`src/rtl/msi_ctrl_pkg.sv`:
```
package msi_ctrl_pkg;
  localparam int unsigned VEC_PER_BANK = 32;
  localparam int unsigned TGT_LO_OFS   = 'h820;
  localparam int unsigned TGT_HI_OFS   = 'h824;
  localparam int unsigned BANK_BASE    = 'h828;
  localparam int unsigned BANK_STRIDE  = 12;
  localparam int unsigned EN_OFS       = 0;
  localparam int unsigned MASK_OFS     = 4;
  localparam int unsigned STAT_OFS     = 8;

  function automatic int unsigned bank_reg_ofs(input int unsigned bank, input int unsigned field);
    return BANK_BASE + BANK_STRIDE * bank + field;
  endfunction
endpackage

```
`src/rtl/msi_addr_match.sv`:
```
module msi_addr_match #(
  parameter int NUM_VEC = 64,
  localparam int IDX_W  = $clog2(NUM_VEC)
) (
  input  logic               valid,
  input  logic [63:0]        addr,
  input  logic [31:0]        data,
  input  logic [63:0]        target,
  output logic [NUM_VEC-1:0] set_vec
);
  logic hit;
  logic in_range;
  logic [IDX_W-1:0] idx;

  assign hit      = valid && (addr == target);
  assign in_range = data < 32'(NUM_VEC);
  assign idx      = data[IDX_W-1:0];

  always_comb begin
    set_vec = '0;
    if (hit && in_range) set_vec[idx] = 1'b1;
  end
endmodule

```
`src/rtl/msi_vec_bank.sv`:
```
module msi_vec_bank #(
  parameter int BANK_W = 32
) (
  input  logic              clk,
  input  logic              rst,
  input  logic              en_we,
  input  logic              mask_we,
  input  logic              stat_we,
  input  logic [BANK_W-1:0] wdata,
  input  logic [BANK_W-1:0] set_req,
  output logic [BANK_W-1:0] enable,
  output logic [BANK_W-1:0] mask,
  output logic [BANK_W-1:0] status,
  output logic              pend
);
  logic [BANK_W-1:0] clr;
  logic [BANK_W-1:0] set_ok;

  assign clr    = stat_we ? wdata : '0;
  assign set_ok = set_req & enable;

  always_ff @(posedge clk) begin
    if (rst) begin
      enable <= '0;
      mask   <= '0;
      status <= '0;
    end else begin
      if (en_we)   enable <= wdata;
      if (mask_we) mask   <= wdata;
      // set has priority over a simultaneous clear
      status <= (status & ~clr) | set_ok;
    end
  end

  assign pend = |(status & ~mask);
endmodule

```
`src/rtl/msi_irq_ctrl.sv`:
```
module msi_irq_ctrl
  import msi_ctrl_pkg::*;
#(
  parameter int NUM_BANKS = 2,
  parameter int ADDR_W    = 12,
  localparam int NUM_VEC  = NUM_BANKS * VEC_PER_BANK
) (
  input  logic              clk,
  input  logic              rst,
  input  logic              reg_wr,
  input  logic              reg_rd,
  input  logic [ADDR_W-1:0] reg_addr,
  input  logic [31:0]       reg_wdata,
  output logic [31:0]       reg_rdata,
  input  logic              in_wr_valid,
  input  logic [63:0]       in_wr_addr,
  input  logic [31:0]       in_wr_data,
  output logic              irq
);
  logic [63:0]          target_q;
  logic [NUM_VEC-1:0]   set_vec;
  logic [NUM_VEC-1:0]   en_all;
  logic [NUM_VEC-1:0]   mask_all;
  logic [NUM_VEC-1:0]   stat_all;
  logic [NUM_BANKS-1:0] pend_b;
  logic [31:0]          rd_mux;

  msi_addr_match #(.NUM_VEC(NUM_VEC)) u_match (
    .valid   (in_wr_valid),
    .addr    (in_wr_addr),
    .data    (in_wr_data),
    .target  (target_q),
    .set_vec (set_vec)
  );

  always_ff @(posedge clk) begin
    if (rst) begin
      target_q <= '0;
    end else if (reg_wr) begin
      if (reg_addr == ADDR_W'(TGT_LO_OFS)) target_q[31:0]  <= reg_wdata;
      if (reg_addr == ADDR_W'(TGT_HI_OFS)) target_q[63:32] <= reg_wdata;
    end
  end

  for (genvar b = 0; b < NUM_BANKS; b++) begin : g_bank
    localparam int unsigned EN_A   = bank_reg_ofs(b, EN_OFS);
    localparam int unsigned MASK_A = bank_reg_ofs(b, MASK_OFS);
    localparam int unsigned STAT_A = bank_reg_ofs(b, STAT_OFS);
    logic en_we, mask_we, stat_we;
    assign en_we   = reg_wr && (reg_addr == ADDR_W'(EN_A));
    assign mask_we = reg_wr && (reg_addr == ADDR_W'(MASK_A));
    assign stat_we = reg_wr && (reg_addr == ADDR_W'(STAT_A));

    msi_vec_bank #(.BANK_W(VEC_PER_BANK)) u_bank (
      .clk     (clk),
      .rst     (rst),
      .en_we   (en_we),
      .mask_we (mask_we),
      .stat_we (stat_we),
      .wdata   (reg_wdata),
      .set_req (set_vec[b*VEC_PER_BANK +: VEC_PER_BANK]),
      .enable  (en_all[b*VEC_PER_BANK +: VEC_PER_BANK]),
      .mask    (mask_all[b*VEC_PER_BANK +: VEC_PER_BANK]),
      .status  (stat_all[b*VEC_PER_BANK +: VEC_PER_BANK]),
      .pend    (pend_b[b])
    );
  end

  always_comb begin
    rd_mux = '0;
    if (reg_addr == ADDR_W'(TGT_LO_OFS)) rd_mux = target_q[31:0];
    if (reg_addr == ADDR_W'(TGT_HI_OFS)) rd_mux = target_q[63:32];
    for (int b = 0; b < NUM_BANKS; b++) begin
      if (reg_addr == ADDR_W'(bank_reg_ofs(b, EN_OFS)))
        rd_mux = en_all[b*VEC_PER_BANK +: VEC_PER_BANK];
      if (reg_addr == ADDR_W'(bank_reg_ofs(b, MASK_OFS)))
        rd_mux = mask_all[b*VEC_PER_BANK +: VEC_PER_BANK];
      if (reg_addr == ADDR_W'(bank_reg_ofs(b, STAT_OFS)))
        rd_mux = stat_all[b*VEC_PER_BANK +: VEC_PER_BANK];
    end
  end

  always_ff @(posedge clk) begin
    if (rst) begin
      reg_rdata <= '0;
      irq       <= 1'b0;
    end else begin
      if (reg_rd) reg_rdata <= rd_mux;
      irq <= |pend_b;
    end
  end
endmodule

```
`config.mk`:
```
export PLATFORM = sky130hd
export DESIGN_NAME = msi_irq_ctrl
export DESIGN_NICKNAME = d
export VERILOG_FILES = /design/src/rtl/msi_ctrl_pkg.sv /design/src/rtl/msi_addr_match.sv /design/src/rtl/msi_vec_bank.sv /design/src/rtl/msi_irq_ctrl.sv
export SDC_FILE = /design/constraint.sdc
export NUM_CORES = 1
export LEC_CHECK = 0
export ABC_AREA = 1
export BUFFER_PORTS_ARGS = -buffer_cell sky130_fd_sc_hd__buf_2
export CAP_MARGIN = 25
export CORE_UTILIZATION = 54
export CTS_BUF_LIST = sky130_fd_sc_hd__clkbuf_4 sky130_fd_sc_hd__clkbuf_8
export DETAILED_ROUTE_END_ITERATION = 12
export PLACE_DENSITY = 0.82
export SLEW_MARGIN = 20
export SYNTH_ARGS = -nofsm -noshare
export SYNTH_HDL_FRONTEND = slang
export SYNTH_SLANG_ARGS = --single-unit
```
`constraint.sdc`:
```
create_clock -name clk -period 4.7 [get_ports clk]
set_input_delay 0.47 -clock clk [delete_from_list [all_inputs] [get_ports clk]]
set_output_delay 0.47 -clock clk [all_outputs]
set_load 0.005 [all_outputs]
```
## Word level (Yosys, flattened, before mapping)

Cells that the tools add are included.
Widths: inputs -> output; s select.

| cells by class | value |
|---|---|
| reductions and logical operators | 12 |
| equal/unequal tests | 9 |
| $lt $le $gt $ge | 3 |
| bitwise gates (word level) | 12 |
| mux-type cells | 13 |

Operator list:

| operator | number |
|---|---|
| $mux 32 | 10 |
| $and 32x32->32 | 6 |
| $not 32->32 | 4 |
| $eq 12x12->1 const B | 8 |
| $eq 64x64->1 | 1 |
| $mux 64 | 1 |
| $or 32x32->32 | 2 |
| $reduce_or 64->1 | 1 |
| $lt 32x7->1 const B | 1 |
| $logic_and 1x1->1 | 9 |
| $lt 6x7->1 const B | 1 |
| $demux 1 s6 | 1 |
| $ge 6x1->1 const B | 1 |
| $reduce_and 2->1 | 2 |
| $mux 1 | 1 |

| storage, ports and cells | value |
|---|---|
| flip-flop bits (word level) | 289 |
| bits of input ports | 145 |
| output and inout bits | 33 |
| logic and storage cells | 59 |

## Longest topological paths before layout

| depth | value |
|---|---|
| depth in word-level cells | 9 |
| depth in mapped cells | 14 |

## By module

From an unflattened synthesis, not the netlist that was laid out.

| second synthesis, totals | value |
|---|---|
| cell total of the unflattened synthesis | 2289 |
| area total of the unflattened synthesis | 15317.2 µm² |

By module, submodules not included:

| module | instances | area an instance (µm²) | cells each | seq. area each (µm²) |
|---|---|---|---|---|
| msi_vec_bank | 2 | 3781.1 | 473 | 1921.8 |
| msi_irq_ctrl | 1 | 5829.3 | 911 | 1941.9 |
| msi_addr_match | 1 | 1925.6 | 432 | 0.0 |

## Worst setup path after synthesis

Ideal clock, no wire load.

| path | value |
|---|---|
| kind | input -> register |
| from | input port reg_addr[1] |
| to | register g_bank[1].u_bank.status[1] |
| slack | 2.951 ns |
| stages on the path | 9 |
| path buffers | 1 |
| arrival | 1.616 ns |
| cell sequence | nor2_2 -> inv_2 -> nor2_2 -> nand2_2 -> nor2_4 -> nand2_1 -> clkbuf_1 -> o21ai_0 -> a21oi_1 |

| between the ends | value |
|---|---|
| longest elaborated chain between the ends | 6 |

Ends and longest elaborated chain:

| element | RTL line | text |
|---|---|---|
| from (decl) | msi_irq_ctrl.sv:12 | `input logic [ADDR_W-1:0] reg_addr,` |
| $eq 12x12->1 | msi_irq_ctrl.sv:52 | `assign stat_we = reg_wr && (reg_addr == ADDR_W'(STAT_A));` |
| $logic_and 1x1->1 | msi_irq_ctrl.sv:52 |  |
| $mux 32 | msi_vec_bank.sv:19 | `assign clr = stat_we ? wdata : '0;` |
| $not 32->32 | msi_vec_bank.sv:31 | `status <= (status & ~clr) \| set_ok;` |
| $and 32x32->32 | msi_vec_bank.sv:31 |  |
| $or 32x32->32 | msi_vec_bank.sv:31 |  |
| to (signal assigned) | msi_vec_bank.sv:31 |  |
| to (decl) | msi_vec_bank.sv:13 | `output logic [BANK_W-1:0] status,` |

Every way passes these cells.
A chain may end at the register's enable or synchronous reset.

## Worst setup path after layout

| path | value |
|---|---|
| from | register target_q[38] |
| to | register g_bank[0].u_bank.status[9] |

| between the ends | value |
|---|---|
| longest elaborated chain between the ends | 6 |

Ends and longest elaborated chain:

| element | RTL line | text |
|---|---|---|
| from (decl) | msi_irq_ctrl.sv:20 | `logic [63:0] target_q;` |
| from (signal assigned) | msi_irq_ctrl.sv:41 | `if (reg_addr == ADDR_W'(TGT_HI_OFS)) target_q[63:32] <= reg_wdata;` |
| $eq 64x64->1 | msi_addr_match.sv:15 | `assign hit = valid && (addr == target);` |
| $logic_and 1x1->1 | msi_addr_match.sv:15 |  |
| $logic_and 1x1->1 | msi_addr_match.sv:21 | `if (hit && in_range) set_vec[idx] = 1'b1;` |
| $mux 64 | msi_addr_match.sv:21 |  |
| $and 32x32->32 | msi_vec_bank.sv:20 | `assign set_ok = set_req & enable;` |
| $or 32x32->32 | msi_vec_bank.sv:31 |  |
| to (signal assigned) | msi_vec_bank.sv:31 |  |
| to (decl) | msi_vec_bank.sv:13 |  |

Every way passes these cells.

==> impl_metrics.env <==
export IMPL_syn_to_final_growth_pct=12.7
export IMPL_ys_flop_type="dfxtp_1"
export IMPL_crit_type="reg -> reg"
export IMPL_num_fill_cells=2483
export IMPL_status="finished, final reports clean"
export IMPL_synth_avg_cell_area_um2=6.96
export IMPL_netlist_area_um2=15300
export IMPL_fin_skew_ns=0.0308
export IMPL_p_leak_uw=0.00655
export IMPL_cts_tree="yes"
export IMPL_drt_total_wl_mm=56.7
export IMPL_gr_total_overflow=0
export IMPL_via_per_inst=6.11
export IMPL_post_cts_resized=0
export IMPL_max_clock_freq_ghz=0.352
export IMPL_final_cell_mix="341 x nor2_1, 296 x nand2_1, 289 x dfxtp_1"
export IMPL_antenna_found_initial=2
export IMPL_min_from="reg_wdata[28]"
export IMPL_core_area_um2=27900
export IMPL_crit_path_max_fanout=31
export IMPL_crit_required_ns=5.20
export IMPL_synth_edff_count=0
export IMPL_ioPinCount=178
export IMPL_fp_dieW_um=170
export IMPL_power_density_nw_per_um2=304
export IMPL_yosysSeqAreaShare=0.378
export IMPL_finalCritPeriodShare=0.604
export IMPL_clock_sinks=289
export IMPL_initial_core_util=0.549
export IMPL_synth_cells=2198
export IMPL_synth_nets=2343
export IMPL_hp_class="in -> reg"
export IMPL_setup_viol=0
export IMPL_max_cap_violations=0
export IMPL_firstDrtPassIters=6
export IMPL_place_hpwl_mm=39.2
export IMPL_drive_above_1_share=0.147
export IMPL_ys_ff_latch=289
export IMPL_nets=2449
export IMPL_worstSetupStartpoint="target_q[38]"
export IMPL_post_route_drc_count=0
export IMPL_die_height_um=170
export IMPL_final_util=0.619
export IMPL_port_buffers=177
export IMPL_cts_root_buffer="clkbuf_8"
export IMPL_slew_violations=0
export IMPL_grt_max_degree=161
export IMPL_worst_slew_pin_slew_ns=1.13
export IMPL_vias=16634
export IMPL_grt_setup_unrepaired="false"
export IMPL_fin_crit_ns=2.84
export IMPL_wl_per_cell_um=20.8
export IMPL_grt_usage=0.386
export IMPL_cts_setup_buffers=0
export IMPL_end_kind="flop"
export IMPL_numCtsBuffers=50
export IMPL_grt_pass1_vias=15415
export IMPL_gp_congestion=0.987
export IMPL_async_flop_share=0
export IMPL_arrival_ns=3.34
export IMPL_yosysUniqueCellTypes=37
export IMPL_max_slew_margin=0.245
export IMPL_clk_pin_slew_worst_paths_ns=0.06
export IMPL_cts_hold_repair_buffers=0
export IMPL_vdd_drop_max_v=0.000294
export IMPL_ys_warn_count=0
export IMPL_postRouteAntennaNets=0
export IMPL_layout_commonest_cell="nor2_1"
export IMPL_dieArea_um2=29000
export IMPL_insertion_delay_ns=0.59
export IMPL_grt_pass1_wl_mm=86.2
export IMPL_cts_max_level=2
export IMPL_rr_startpoint="target_q[38]"
export IMPL_setup_worst_path_start_class="flop"
export IMPL_num_rows=61
export IMPL_drt_iter0_markers=2313
export IMPL_hold_viol=0
export IMPL_clockBufferDepth=3
export IMPL_tns_ns=0
==> through the flow <==
| step | power (uW) | area, um2 | instances | setup slack (ns) | hold slack (ns) |
|---|---|---|---|---|---|
| after floorplan | 2660 | 15300 | 2198 | 2.95 | 0.444 |
| after global placement | 2820 | 16200 | 2630 | 1.65 | 0.451 |
| after detailed placement | 2820 | 16200 | 2630 | 1.55 | 0.453 |
| after CTS | 5210 | 17200 | 2720 | 1.96 | 0.171 |
| after global routing | 5350 | 17200 | 2720 | 1.78 | 0.198 |
| final | 5240 | 17200 | 2721 | 1.86 | 0.180 |
==> sequential cells by signal (all words and copies together) (netlist names) <==
register              cells
reg_rdata                32
target_q                 64
g_bank.u_bank.enable     64
g_bank.u_bank.status     64
g_bank.u_bank.mask       64
irq                       1
==> worst max-delay path, cell delays in order, from the launching register on <==
cell,delay [ns]
dfxtp_1,0.34
xnor2_1,0.36
nand3_1,0.20
nor2_1,0.13
nand2_1,0.10
nor2_4,0.74
buf_4,0.54
nand4_1,0.14
a21oi_1,0.19
==> Yosys cell counts, drive strengths merged (3+ instances only) <==
cell type / number / area share
o211ai: 31 / 0.015
o22ai: 8 / 0.0033
inv: 265 / 0.065
a211oi: 195 / 0.10
buf: 82 / 0.031
clkbuf: 61 / 0.015
nor3: 7 / 0.0029
nand3: 159 / 0.052
nor3b: 3 / 0.0015
dfxtp: 289 / 0.38
xnor2: 40 / 0.023
a21oi: 191 / 0.062
nand2: 303 / 0.076
xor2: 9 / 0.0052
nor2: 354 / 0.092
o21ai: 104 / 0.034
or2: 3 / 0.0012
nand4: 76 / 0.031
a221oi: 9 / 0.0052
==> power by group <==
group / switching [uW] / leakage (uW) / internal (uW)
logic: 244 / 0.00364 / 89.4
registers: 0.365 / 0.00233 / 2450
clock network: 1070 / 0.000579 / 1390
total: 1310 / 0.00655 / 3930
==> logic make-up after synthesis <==
group                     count (synthesis)  synth area share
and+or+nand+nor                         913             0.260
AOI/OAI and AO/OA                       539             0.223
buffers and inverters                   408             0.111
DFF                                     289             0.378
xor gates and xnor gates                 49            0.0281
==> final timing paths <==
check	endpoint	slack, ns	cells past startpoint
setup reg to reg	g_bank[0].u_bank.status[9]	1.86	8
hold / removal	g_bank[1].u_bank.enable[28]	0.18	3
setup / recovery	g_bank[0].u_bank.status[9]	1.86	8
hold reg to reg	reg_rdata[2]	0.46	2
==> per-layer routing <==
metal | vias up | track usage | part of all wire
met1 | 7618 | 0.494 | 0.38
met3 | 236 | 0.0774 | 0.12
met4 | 2 | 0.237 | 0.063
li1 | 7655 | - | -
met5 | - | 0 | 0.00023
met2 | 1123 | 0.598 | 0.44
==> layout make-up <==
type                            count  area (um2)  area share
Sequential cell                   289        5790       0.336
Multi-Input combinational cell   1501        7830       0.454
Clock buffer                       83        1040      0.0601
Antenna cell                        1        2.50    0.000145
Inverter                          265         995      0.0577
Tap cell                          378         473      0.0274
Clock inverter                      7        43.8     0.00254
Timing Repair Buffer              197        1070      0.0621
Note: power is estimated with default switching activity, not from simulation.
